**src/rtl/opt_pkg.sv**
```systemverilog
`timescale 1ns/1ps
package opt_pkg;

    typedef enum logic [1:0] {
        CH_FROZEN = 2'b00,
        CH_TOGGLE = 2'b01,
        CH_PWM_LO = 2'b10,
        CH_PWM_HI = 2'b11
    } ch_mode_e;

    typedef struct packed {
        logic lvl;
        logic hit;
    } cmp_stage_t;

    function automatic logic is_pwm(ch_mode_e m);
        return m[1];
    endfunction

    // level of a PWM reference given whether the match point has been passed
    function automatic logic pwm_level(ch_mode_e m, logic passed);
        return (m == CH_PWM_HI) ? passed : ~passed;
    endfunction

endpackage

```
**src/rtl/opt_trig_sync.sv**
```systemverilog
`timescale 1ns/1ps
module opt_trig_sync #(
    parameter int STAGES = 2
) (
    input  logic clk,
    input  logic rst,
    input  logic trig_in,
    output logic rise_o
);
    logic [STAGES:0] sr;

    always_ff @(posedge clk) begin
        if (rst) sr <= '0;
        else     sr <= {sr[STAGES-1:0], trig_in};
    end

    assign rise_o = sr[STAGES-1] & ~sr[STAGES];
endmodule

```
**src/rtl/opt_count_core.sv**
```systemverilog
`timescale 1ns/1ps
module opt_count_core #(
    parameter int CNT_W = 16
) (
    input  logic             clk,
    input  logic             rst,
    input  logic             sw_set,
    input  logic             sw_clr,
    input  logic             single_mode,
    input  logic             trig_rise,
    input  logic             trig_en,
    input  logic [CNT_W-1:0] arr,
    output logic [CNT_W-1:0] cnt,
    output logic             run,
    output logic             upd,
    output logic             adv,
    output logic             trig_start
);
    assign adv        = run & ~sw_clr;
    assign upd        = adv && (cnt == arr);
    assign trig_start = trig_rise & trig_en & ~run & ~sw_clr;

    always_ff @(posedge clk) begin
        if (rst) begin
            cnt <= '0;
            run <= 1'b0;
        end else begin
            if (sw_clr)
                run <= 1'b0;
            else if (!run && (sw_set || trig_start))
                run <= 1'b1;
            else if (upd && single_mode)
                run <= 1'b0;
            if (adv)
                cnt <= upd ? '0 : cnt + 1'b1;
        end
    end

    p_step_r2: assert property (@(posedge clk) disable iff (rst)
        adv && !upd |=> cnt == $past(cnt) + 1'b1);

    p_wrap_r3: assert property (@(posedge clk) disable iff (rst)
        upd && !single_mode |=> cnt == '0 && run);

    p_single_stop_r4: assert property (@(posedge clk) disable iff (rst)
        upd && single_mode |=> cnt == '0 && !run);

    p_clr_hold_r5: assert property (@(posedge clk) disable iff (rst)
        sw_clr |=> !run && $stable(cnt));
endmodule

```
**src/rtl/opt_cmp_chan.sv**
```systemverilog
`timescale 1ns/1ps
module opt_cmp_chan
    import opt_pkg::*;
#(
    parameter int CNT_W = 16
) (
    input  logic             clk,
    input  logic             rst,
    input  ch_mode_e         mode,
    input  logic [CNT_W-1:0] cnt,
    input  logic [CNT_W-1:0] cmp,
    input  logic             adv,
    input  logic             upd,
    input  logic             fast_fire,
    output logic             ref_o
);
    logic       hold;
    cmp_stage_t st, st_nxt;
    logic       post_lvl;

    always_comb begin
        st_nxt.lvl = pwm_level(mode, (cnt >= cmp) | hold);
        st_nxt.hit = adv && (cnt == cmp);
        post_lvl   = pwm_level(mode, 1'b1);
    end

    always_ff @(posedge clk) begin
        if (rst) begin
            hold  <= 1'b0;
            st    <= '0;
            ref_o <= 1'b0;
        end else begin
            if (fast_fire)  hold <= 1'b1;
            else if (upd)   hold <= 1'b0;

            if (fast_fire) begin
                st.lvl <= post_lvl;
                st.hit <= 1'b0;
                ref_o  <= post_lvl;
            end else begin
                st <= st_nxt;
                case (mode)
                    CH_FROZEN: ref_o <= ref_o;
                    CH_TOGGLE: ref_o <= ref_o ^ st.hit;
                    default:   ref_o <= st.lvl;
                endcase
            end
        end
    end

    p_fast_hi_r9: assert property (@(posedge clk) disable iff (rst)
        fast_fire && mode == CH_PWM_HI |=> ref_o);

    p_fast_lo_r9: assert property (@(posedge clk) disable iff (rst)
        fast_fire && mode == CH_PWM_LO |=> !ref_o);

    p_frozen_r8: assert property (@(posedge clk) disable iff (rst)
        !fast_fire && mode == CH_FROZEN |=> $stable(ref_o));
endmodule

```
**src/rtl/oneshot_pulse_timer.sv**
```systemverilog
`timescale 1ns/1ps
module oneshot_pulse_timer
    import opt_pkg::*;
#(
    parameter int CNT_W       = 16,
    parameter int SYNC_STAGES = 2
) (
    input  logic             clk,
    input  logic             rst,
    input  logic             single_mode,
    input  logic             sw_en_set,
    input  logic             sw_en_clr,
    input  logic             trig_en,
    input  logic             trig_in,
    input  logic [CNT_W-1:0] arr_val,
    input  logic [CNT_W-1:0] cmp_val,
    input  logic [1:0]       chan_mode,
    input  logic             fast_en,
    output logic [CNT_W-1:0] count,
    output logic             running,
    output logic             update,
    output logic             ref_out
);
    ch_mode_e mode;
    logic     trig_rise, adv, trig_start, fast_fire;

    assign mode = ch_mode_e'(chan_mode);

    opt_trig_sync #(.STAGES(SYNC_STAGES)) u_sync (
        .clk    (clk),
        .rst    (rst),
        .trig_in(trig_in),
        .rise_o (trig_rise)
    );

    opt_count_core #(.CNT_W(CNT_W)) u_core (
        .clk        (clk),
        .rst        (rst),
        .sw_set     (sw_en_set),
        .sw_clr     (sw_en_clr),
        .single_mode(single_mode),
        .trig_rise  (trig_rise),
        .trig_en    (trig_en),
        .arr        (arr_val),
        .cnt        (count),
        .run        (running),
        .upd        (update),
        .adv        (adv),
        .trig_start (trig_start)
    );

    // fast path only for trigger starts of a single PWM pulse
    assign fast_fire = trig_start & fast_en & single_mode & is_pwm(mode);

    opt_cmp_chan #(.CNT_W(CNT_W)) u_chan (
        .clk      (clk),
        .rst      (rst),
        .mode     (mode),
        .cnt      (count),
        .cmp      (cmp_val),
        .adv      (adv),
        .upd      (update),
        .fast_fire(fast_fire),
        .ref_o    (ref_out)
    );

    p_no_trig_restart_r6: assert property (@(posedge clk) disable iff (rst)
        running && !sw_en_clr && !update |=> running);
endmodule

```
**config.mk**
```make
export PLATFORM = sky130hd
export DESIGN_NAME = oneshot_pulse_timer
export DESIGN_NICKNAME = d
export VERILOG_FILES = /design/src/rtl/opt_pkg.sv /design/src/rtl/opt_trig_sync.sv /design/src/rtl/opt_count_core.sv /design/src/rtl/opt_cmp_chan.sv /design/src/rtl/oneshot_pulse_timer.sv
export SDC_FILE = /design/constraint.sdc
export NUM_CORES = 1
export LEC_CHECK = 0
export BUFFER_PORTS_ARGS = -buffer_cell sky130_fd_sc_hd__buf_4
export CORE_ASPECT_RATIO = 1.2
export CORE_UTILIZATION = 45
export DETAILED_ROUTE_END_ITERATION = 16
export PLACE_DENSITY = 0.75
export REMOVE_ABC_BUFFERS = 1
export SYNTH_ARGS = -nofsm -noshare
export SYNTH_HDL_FRONTEND = slang
export SYNTH_HIERARCHICAL = 1
export SYNTH_SLANG_ARGS = --single-unit
```
**constraint.sdc**
```tcl
create_clock -name clk -period 1.85 [get_ports clk]
set_clock_uncertainty 0.15 [all_clocks]
set_input_delay 0.37 -clock clk [delete_from_list [all_inputs] [get_ports clk]]
set_output_delay 0.37 -clock clk [all_outputs]
set_load 0.03 [all_outputs]
```
==> reports/results.ini <==
[status]
status = finished with violations
violations = setup timing

[power]
clockPowerShare = 0.332
netSwitchingPower_w = 0.000266
irDropWorstVdd_uv = 324
internal_power_w = 0.000824
comb_power_share = 0.185
p_per_area_mw_per_mm2 = 406
p_total_w = 0.00109
seq_power_share = 0.483
p_sw_frac = 0.244
p_leak_nw = 1.28

[worst_setup_path]
crit_path_start_kind = flop
crit_start = u_core/cnt[1]
reg2reg_from = u_core/cnt[1]
cp_max_fo = 2
cp.arrival_ns = 1.57
cp-end-kind = primary output
crit_type = reg -> out
required_ns = 1.33

[die]
die_w_microns = 58.4
core_area_sq_mm = 0.00363
io_pins = 61
rows = 24
dieArea_sq_mm = 0.00407
initial_core_util = 0.472
die_height_microns = 69.7

[global_routing]
grt_pass1_vias = 1628
grt_pass1_wl_microns = 7380
track_usage = 0.237
grt_max_degree = 14
grt_overflow_total = 0
antenna_found_initial = 0

[clocking]
clk_pin_slew_ns = 0.09
h-tree-depth = 1
cts_tree = built
clock_path_buffers = 2
clockRootBuffer = clkbuf_8
ctsHoldBuffers = 0
cts_buffers = 3
clock_latency_ns = 0.27
cts.sinks = 24

[sta]
fin_tns_setup_ns = -1.84
finalCritPeriodShare = 1.13
fmax_mhz = 479
finalCriticalPeriod_ns = 2.09
fin_ws_ns = -0.237
holdWs_ns = 0.137
rsz0062_at_grt = true
relSlewSlack = 0.749
tightest_slew_ns = 0.373
slew_violations = 0
timing.final.hold_violations = 0
final-setup-viol-count = 15

[drt]
wl_per_cell_microns = 14.0
drtAntennaViolNets = 0
via_per_inst = 5.07
drc = 0
dr_total_vias = 1739
wl_microns = 4800
drt_iter0_markers = 96
dr.pass1.iters = 5

[synth]
syn-instance-count = 198
ys_ff_latch = 24
synthArstFlopShare = 0
synthFlopType = dfxtp_1
synth_edf_count = 0
seq_area_frac_synth = 0.280
ys_warn_count = 6
syn_avg_cell_area_sq_um = 8.67
syn_area_sq_mm = 0.00172
synth_cell_types = 42

[place]
hpwlAfterDp_microns = 3340
place_ws_ns = -0.249
portBuffers = 60
globalplace.congestion = 0.804

[finish]
final_layout_size_suffix_gt1_frac = 0.464
final_nets = 351
final.fill_count = 268
multiInputGateArea_sq_mm = 0.00127
mostFrequentLayoutCells = buf_4 (86), inv_1 (22), nor2_1 (19), xor2_1 (19)
final_common_cell = buf_4
diodes = 0
syn2layout_area_growth_pct = 56.4
regArea_sq_um = 494

[flow_run]
max_cap_violations = 0

[worst_hold_path]
hold_path.startpoint = single_mode
min_path_type = in -> reg

[timing repair]
action	CTS	global route
setup buffers	6	1
gates cloned	0	1
pin swaps	14	3
setup endpoints to repair	2	19
resized for setup	26	12
[power by group through the flow]
stage	clock network (W)	registers, W	logic, W
after floorplan	0	0.000547	0.0000617
after global placement	0	0.000540	0.000171
after detailed placement	0	0.000540	0.000175
after CTS	0.000361	0.000526	0.000188
after global routing	0.000382	0.000528	0.000220
final	0.000362	0.000526	0.000202
[cell families (layout without fill, tap and decap cells)]
family / count (synthesis) / after routing / synth area share
and+or+nand+nor: 79 / 79 / 0.284
xor gates and xnor gates: 30 / 30 / 0.153
buffers and inverters: 25 / 118 / 0.0641
DFF: 24 / 24 / 0.280
AOI/OAI and AO/OA: 23 / 23 / 0.0955
adders and majority gates: 17 / 17 / 0.124
[synth_stat cells (3+ instances only)]
cell type	count	share of area
ha_1	17	0.12
o21ai_0	4	0.012
xnor2_1	10	0.051
nand2_1	15	0.033
nor3_1	6	0.017
and4_1	3	0.015
nand3_1	5	0.015
inv_1	22	0.048
xor2_1	20	0.10
a21oi_1	9	0.026
and3_1	3	0.011
nor2b_1	3	0.011
nor2_1	20	0.044
dfxtp_1	24	0.28
[area by class of cell]
| cell class | count | area share |
|---|---|---|
| Clock buffer | 4 | 0.0205 |
| Inverter | 22 | 0.0308 |
| Multi-Input combinational cell | 149 | 0.475 |
| Sequential cell | 24 | 0.184 |
| Tap cell | 52 | 0.0242 |
| Timing Repair Buffer | 92 | 0.266 |
[state kept, by name, indices dropped and copies added (netlist names)]
name,flops
u_core/run,1
u_core/cnt,16
u_chan/ref_o,1
u_chan/st,2
u_sync/sr,3
u_chan/hold,1
[path summary, 6_finish.rpt]
check             depth (start not counted)  slack [ns]              to
setup / recovery                          5       -0.24          update
hold / removal                            2        0.14      u_core/run
setup reg to reg                          8       -0.14  u_core/cnt[10]
hold reg to reg                           1        0.30    u_sync/sr[1]
[worst max-delay path: stages (launching register included)]
cell and delay, ns:
dfxtp_4 0.37, xor2_2 0.17, nor4_4 0.34, nand4_4 0.15, nor2_4 0.13, buf_6 0.14
[metrics by stage]
stage                     cells  utilization  instance area, sq um
after detailed placement    333        0.660                  2400
after global placement      333        0.660                  2400
final                       343        0.739                  2690
after CTS                   341        0.719                  2610
after global routing        343        0.739                  2690
after floorplan             195            -                  1690
[layer usage]
metal | share of wire | GRT usage | vias up
li1 | - | - | 863
met4 | 0.026 | 0.0794 | 0
met5 | 0 | 0 | -
met1 | 0.43 | 0.304 | 803
met2 | 0.49 | 0.401 | 61
met3 | 0.056 | 0.0336 | 12
Note: power is estimated with default switching activity, not from simulation.
